### config.mk
export PLATFORM = sky130hd
export DESIGN_NAME = step_mod_gen
export DESIGN_NICKNAME = d
export VERILOG_FILES = /design/src/rtl/stepmod_pkg.sv /design/src/rtl/rate_square.sv /design/src/rtl/ramp_wrap.sv /design/src/rtl/word_hold.sv /design/src/rtl/step_mod_gen.sv
export SDC_FILE = /design/constraint.sdc
export NUM_CORES = 1
export LEC_CHECK = 0
export CORE_UTILIZATION = 33
export DETAILED_ROUTE_END_ITERATION = 8
export PLACE_DENSITY = 0.55
export SYNTH_ARGS = -nofsm -noshare
export SYNTH_HDL_FRONTEND = slang
export SYNTH_HIERARCHICAL = 1
export SYNTH_SLANG_ARGS = --single-unit
export TNS_END_PERCENT = 30
### constraint.sdc
create_clock -name clk -period 19 [get_ports clk]
set_input_delay 3.8 -clock clk [delete_from_list [all_inputs] [get_ports clk]]
set_output_delay 3.8 -clock clk [all_outputs]
set_load 0.02 [all_outputs]
### src/rtl/stepmod_pkg.sv
package stepmod_pkg;
    localparam int unsigned WORD_W  = 24;
    localparam int unsigned TAP_0   = 0;
    localparam int unsigned TAP_1   = 1;
    localparam int unsigned TAP_2   = 2;
    localparam int unsigned TAP_3   = 7;
    localparam logic [WORD_W-1:0] SEED_FORCE = 24'h001000;

    typedef logic [WORD_W-1:0] word_t;

    // one right-shift advance with the feedback bit entering at the top
    function automatic word_t word_advance(input word_t s);
        logic fb;
        fb = s[TAP_0] ^ s[TAP_1] ^ s[TAP_2] ^ s[TAP_3];
        return {fb, s[WORD_W-1:1]};
    endfunction
endpackage

### src/rtl/rate_square.sv
module rate_square #(
    parameter int unsigned RATE_W  = 12,
    parameter int unsigned PHASE_W = 24
) (
    input  logic [RATE_W-1:0]  rate_i,
    output logic [PHASE_W-1:0] inc_o
);
    localparam int unsigned SQ_W = 2 * RATE_W;

    logic [SQ_W-1:0] sq;
    assign sq = SQ_W'(rate_i) * SQ_W'(rate_i);

    generate
        if (SQ_W < PHASE_W) begin : g_pad
            assign inc_o = {{(PHASE_W - SQ_W){1'b0}}, sq};
        end else begin : g_trim
            assign inc_o = sq[PHASE_W-1:0];
        end
    endgenerate
endmodule

### src/rtl/ramp_wrap.sv
module ramp_wrap #(
    parameter int unsigned PHASE_W = 24
) (
    input  logic               clk,
    input  logic               rst,
    input  logic               sample_en,
    input  logic [PHASE_W-1:0] inc_i,
    output logic               wrap_o
);
    typedef struct packed {
        logic [PHASE_W-1:0] phase;
    } ramp_t;

    ramp_t ramp_d, ramp_q;
    logic [PHASE_W:0] diff;

    always_comb begin
        ramp_d = ramp_q;
        diff   = {1'b0, ramp_q.phase} - {1'b0, inc_i};
        wrap_o = 1'b0;
        if (sample_en) begin
            ramp_d.phase = diff[PHASE_W-1:0];
            wrap_o       = diff[PHASE_W];
        end
    end

    always_ff @(posedge clk) begin
        if (rst) ramp_q <= '0;
        else     ramp_q <= ramp_d;
    end


    no_strobe_hold_chk: assert property (@(posedge clk) disable iff (rst)
        !sample_en |=> $stable(ramp_q.phase));

    zero_rate_still_chk: assert property (@(posedge clk) disable iff (rst)
        (inc_i == '0) |-> !wrap_o);

    zero_phase_wraps_chk: assert property (@(posedge clk) disable iff (rst)
        (sample_en && inc_i != '0 && ramp_q.phase == '0) |-> wrap_o);
endmodule

### src/rtl/word_hold.sv
module word_hold
    import stepmod_pkg::*;
(
    input  logic  clk,
    input  logic  rst,
    input  word_t seed_i,
    input  logic  adv_i,
    output word_t word_o
);
    typedef struct packed {
        word_t state;
    } hold_t;

    hold_t hold_d, hold_q;

    always_comb begin
        hold_d = hold_q;
        if (adv_i) hold_d.state = word_advance(hold_q.state);
    end

    always_ff @(posedge clk) begin
        if (rst) hold_q.state <= seed_i | SEED_FORCE;
        else     hold_q       <= hold_d;
    end

    assign word_o = hold_q.state;


    hold_between_chk: assert property (@(posedge clk) disable iff (rst)
        !adv_i |=> $stable(hold_q.state));

    shift_right_chk: assert property (@(posedge clk) disable iff (rst)
        adv_i |=> hold_q.state[WORD_W-2:0] == $past(hold_q.state[WORD_W-1:1]));

    never_zero_chk: assert property (@(posedge clk) disable iff (rst)
        hold_q.state != '0);
endmodule

### src/rtl/step_mod_gen.sv
module step_mod_gen #(
    parameter int unsigned RATE_W  = 12,
    parameter int unsigned PHASE_W = 24
) (
    input  logic        clk,
    input  logic        rst,
    input  logic        sample_en,
    input  logic [23:0] seed_i,
    input  logic [RATE_W-1:0] rate_i,
    output logic [23:0] rand_o,
    output logic        step_o
);
    import stepmod_pkg::*;

    typedef struct packed {
        logic step;
    } top_t;

    top_t top_d, top_q;
    logic [PHASE_W-1:0] inc;
    logic wrap;
    word_t word;

    rate_square #(.RATE_W(RATE_W), .PHASE_W(PHASE_W)) i_rate_square (
        .rate_i (rate_i),
        .inc_o  (inc)
    );

    ramp_wrap #(.PHASE_W(PHASE_W)) i_ramp_wrap (
        .clk       (clk),
        .rst       (rst),
        .sample_en (sample_en),
        .inc_i     (inc),
        .wrap_o    (wrap)
    );

    word_hold i_word_hold (
        .clk    (clk),
        .rst    (rst),
        .seed_i (seed_i),
        .adv_i  (wrap),
        .word_o (word)
    );

    always_comb begin
        top_d      = top_q;
        top_d.step = wrap;
    end

    always_ff @(posedge clk) begin
        if (rst) top_q <= '0;
        else     top_q <= top_d;
    end

    assign rand_o = word;
    assign step_o = top_q.step;


    step_marks_change_chk: assert property (@(posedge clk) disable iff (rst)
        step_o |-> !$stable(rand_o));

    quiet_means_hold_chk: assert property (@(posedge clk) disable iff (rst)
        !step_o |-> $stable(rand_o));
endmodule

==> results.ini <==
[run_status]
status = finished clean

[timing]
finalHoldViolCount = 0
slew_viol_final = 0
tightest_slew_ns = 0.614
layout_min_cycle_time_ns = 11.57
fin_skew_ns = 0.00775
setup-violations-final = 0
fmax_mhz = 86.4
fin_crit_sh = 0.609
slew_headroom = 0.591
fin_tns_setup_ns = 0
rsz0062_at_grt = no

[grt]
met1_usage = 0.196
antenna_found_initial = 0
grt_util_met3 = 0.0151
grt_max_degree = 53
top_usage_layer = met2
grt_pass1_wl_mm = 26.8
grt.total_usage = 0.145
grt_overflow_total = 0
first_global_vias = 5800
met2_usage = 0.255

[setup_path]
crit_buf_inv = 7
cp.arrival_ns = 11.50
path_max_fanout = 23
crit_type = input pin to register
r2r-start = i_ramp_wrap/ramp_q[0]
cp-startpoint = rate_i[9]
end_kind = register
cpMostUsedCell = inv_1
slowest_stage = clkdlybuf4s50_1
cp_top_family = adder cells
start_kind = input pin
required_ns = 18.93
slowest_delay_ns = 0.72

[layout]
nNetsFinal = 1086
fillCellCount = 2267
final_common_cell = inv_1
seq_area_mm2 = 0.00121
final_design_area_no_fill_mm2 = 0.00835
multi_input_area_mm2 = 0.00530
antenna_cells = 0
drive_gt1_frac = 0.0385
area_delta_synth_final_pct = 13.9
final_cell_mix = inv_1 (182), fa_1 (82), ha_1 (82)

[logic_synthesis]
ys_seq_elements = 49
syn-num-nets = 1042
synth_edf_count = 23
netlist.area_leader.share = 0.224
synthCells = 839
synth_top_cell_by_area = fa_1
yosysUniqueCellTypes = 64
synthArstFlopShare = 0
syn_avg_cell_area_um2 = 8.74
seq_area_frac_synth = 0.165
ys.warnings.count = 6
ys_top_cells_by_area = fa_1 (22%), ha_1 (14%), edfxtp_1 (9.4%)
synth_flop_cell = dfxtp_1
synthesis.area_mm2 = 0.00733

[place]
postPlaceCellArea_mm2 = 0.00818
dpl.hpwl_mm = 12.1
io_buffers = 62
globalplace.congestion = 0.805

[drt]
initialDrtViolationCount = 211
vias = 5538
vias_per_cell = 4.76
drt-wirelength-per-cell_um = 13.0
postRouteAntennaNets = 0
drt-total-wl_mm = 15.1
first_pass_iters = 4
drc = 0

[run]
drv_cap = 0

[clock_tree]
clk_path_buf_depth = 2
cts_inserted_buffers = 5
cts_hold_buffers = 0
root_buffer = clkbuf_16
post_cts_buffers = 0
cts_tree = done
clk_latency_ns = 0.29
cts_resized = 0
clkTransAtPathRegs_ns = 0.07
htree_num_levels = 2
clock-sinks = 49

[worst_hold_path]
worstHoldPathType = register to register
hold_start = i_ramp_wrap/ramp_q[17]

[floorplan]
die_area_mm2 = 0.0228
die_w_um = 151
coreArea_mm2 = 0.0218
die_height_um = 151
row_count = 54
start_util = 0.336
io_pins = 64

[state kept, by name, indices dropped and copies added, names as in the netlist]
name and count:
i_ramp_wrap/ramp_q 24, i_word_hold/word_o 24, step_o 1
[per-stage QoR]
step | setup slack (ns) | std cells | util | hold WS, ns
2_1_floorplan | 8.26 | 839 | - | 0.429
3_3_place_gp | 7.06 | 1156 | 0.375 | 0.441
3_5_place_dp | 7.06 | 1156 | 0.375 | 0.448
4_1_cts | 7.37 | 1164 | 0.383 | 0.460
5_1_grt | 6.95 | 1164 | 0.383 | 0.492
6_report | 7.43 | 1164 | 0.383 | 0.460
[worst min-delay path, delay by kind of cell (launching register included)]
| kind | cells | cell delay (ns) |
|---|---|---|
| flip-flops | 1 | 0.32 |
| AO/OA/AOI/OAI | 1 | 0.05 |
| AND/OR/NAND/NOR | 1 | 0.05 |
[final timing paths]
path	slack, ns	endpoint	depth (start not counted)
setup reg to reg	15.62	i_word_hold/word_o[23]	10
setup / recovery	7.43	i_word_hold/word_o[23]	26
hold reg to reg	0.46	i_ramp_wrap/ramp_q[17]	2
hold / removal	0.46	i_ramp_wrap/ramp_q[17]	2
[metal layers]
metal  routed length, um  share of wire
met5                   0              0
met4                  95         0.0063
met3                 263          0.017
met2                7440           0.49
met1                7310           0.48
[cells in the mapped netlist, types with 4 or more instances]
cell type  count
o31ai_1        4
xor2_1        16
o21ai_1        7
nor2_1        36
a31oi_1        5
and3_1         6
a211o_1        4
fa_1          82
o21ai_0       18
ha_1          82
inv_1        182
or2_2          4
a22o_1        21
nand2b_1       5
a21oi_1       49
a21o_1         6
nor3_1         7
dfxtp_1       26
o21a_1         5
nand2_1       68
a211oi_1      10
o211ai_1       4
edfxtp_1      23
nor2b_1        9
and2_1        45
o21bai_1       7
xnor2_1       28
mux2i_1        6
clkbuf_1      18
[layout make-up]
class                   count  area share
clock buffers               5      0.0150
multi-input cells         581       0.635
inverters                 182      0.0818
well taps                 280      0.0420
clock inverters             3     0.00555
flip-flops and latches     49       0.145
repair buffers             64      0.0755
[cells by family after synthesis]
group           after synthesis  share of synthesized area
mux                           7                    0.00973
xor+xnor                     44                     0.0526
fa+ha+maj                   164                      0.364
compound gates              168                      0.162
buf+inv                     209                      0.112
simple gates                197                      0.134
flops                        49                      0.165
other cells                   1                   0.000512
Power is not shown: default switching activity piles up to over one toggle a cycle in this logic, so the estimate is an artifact.
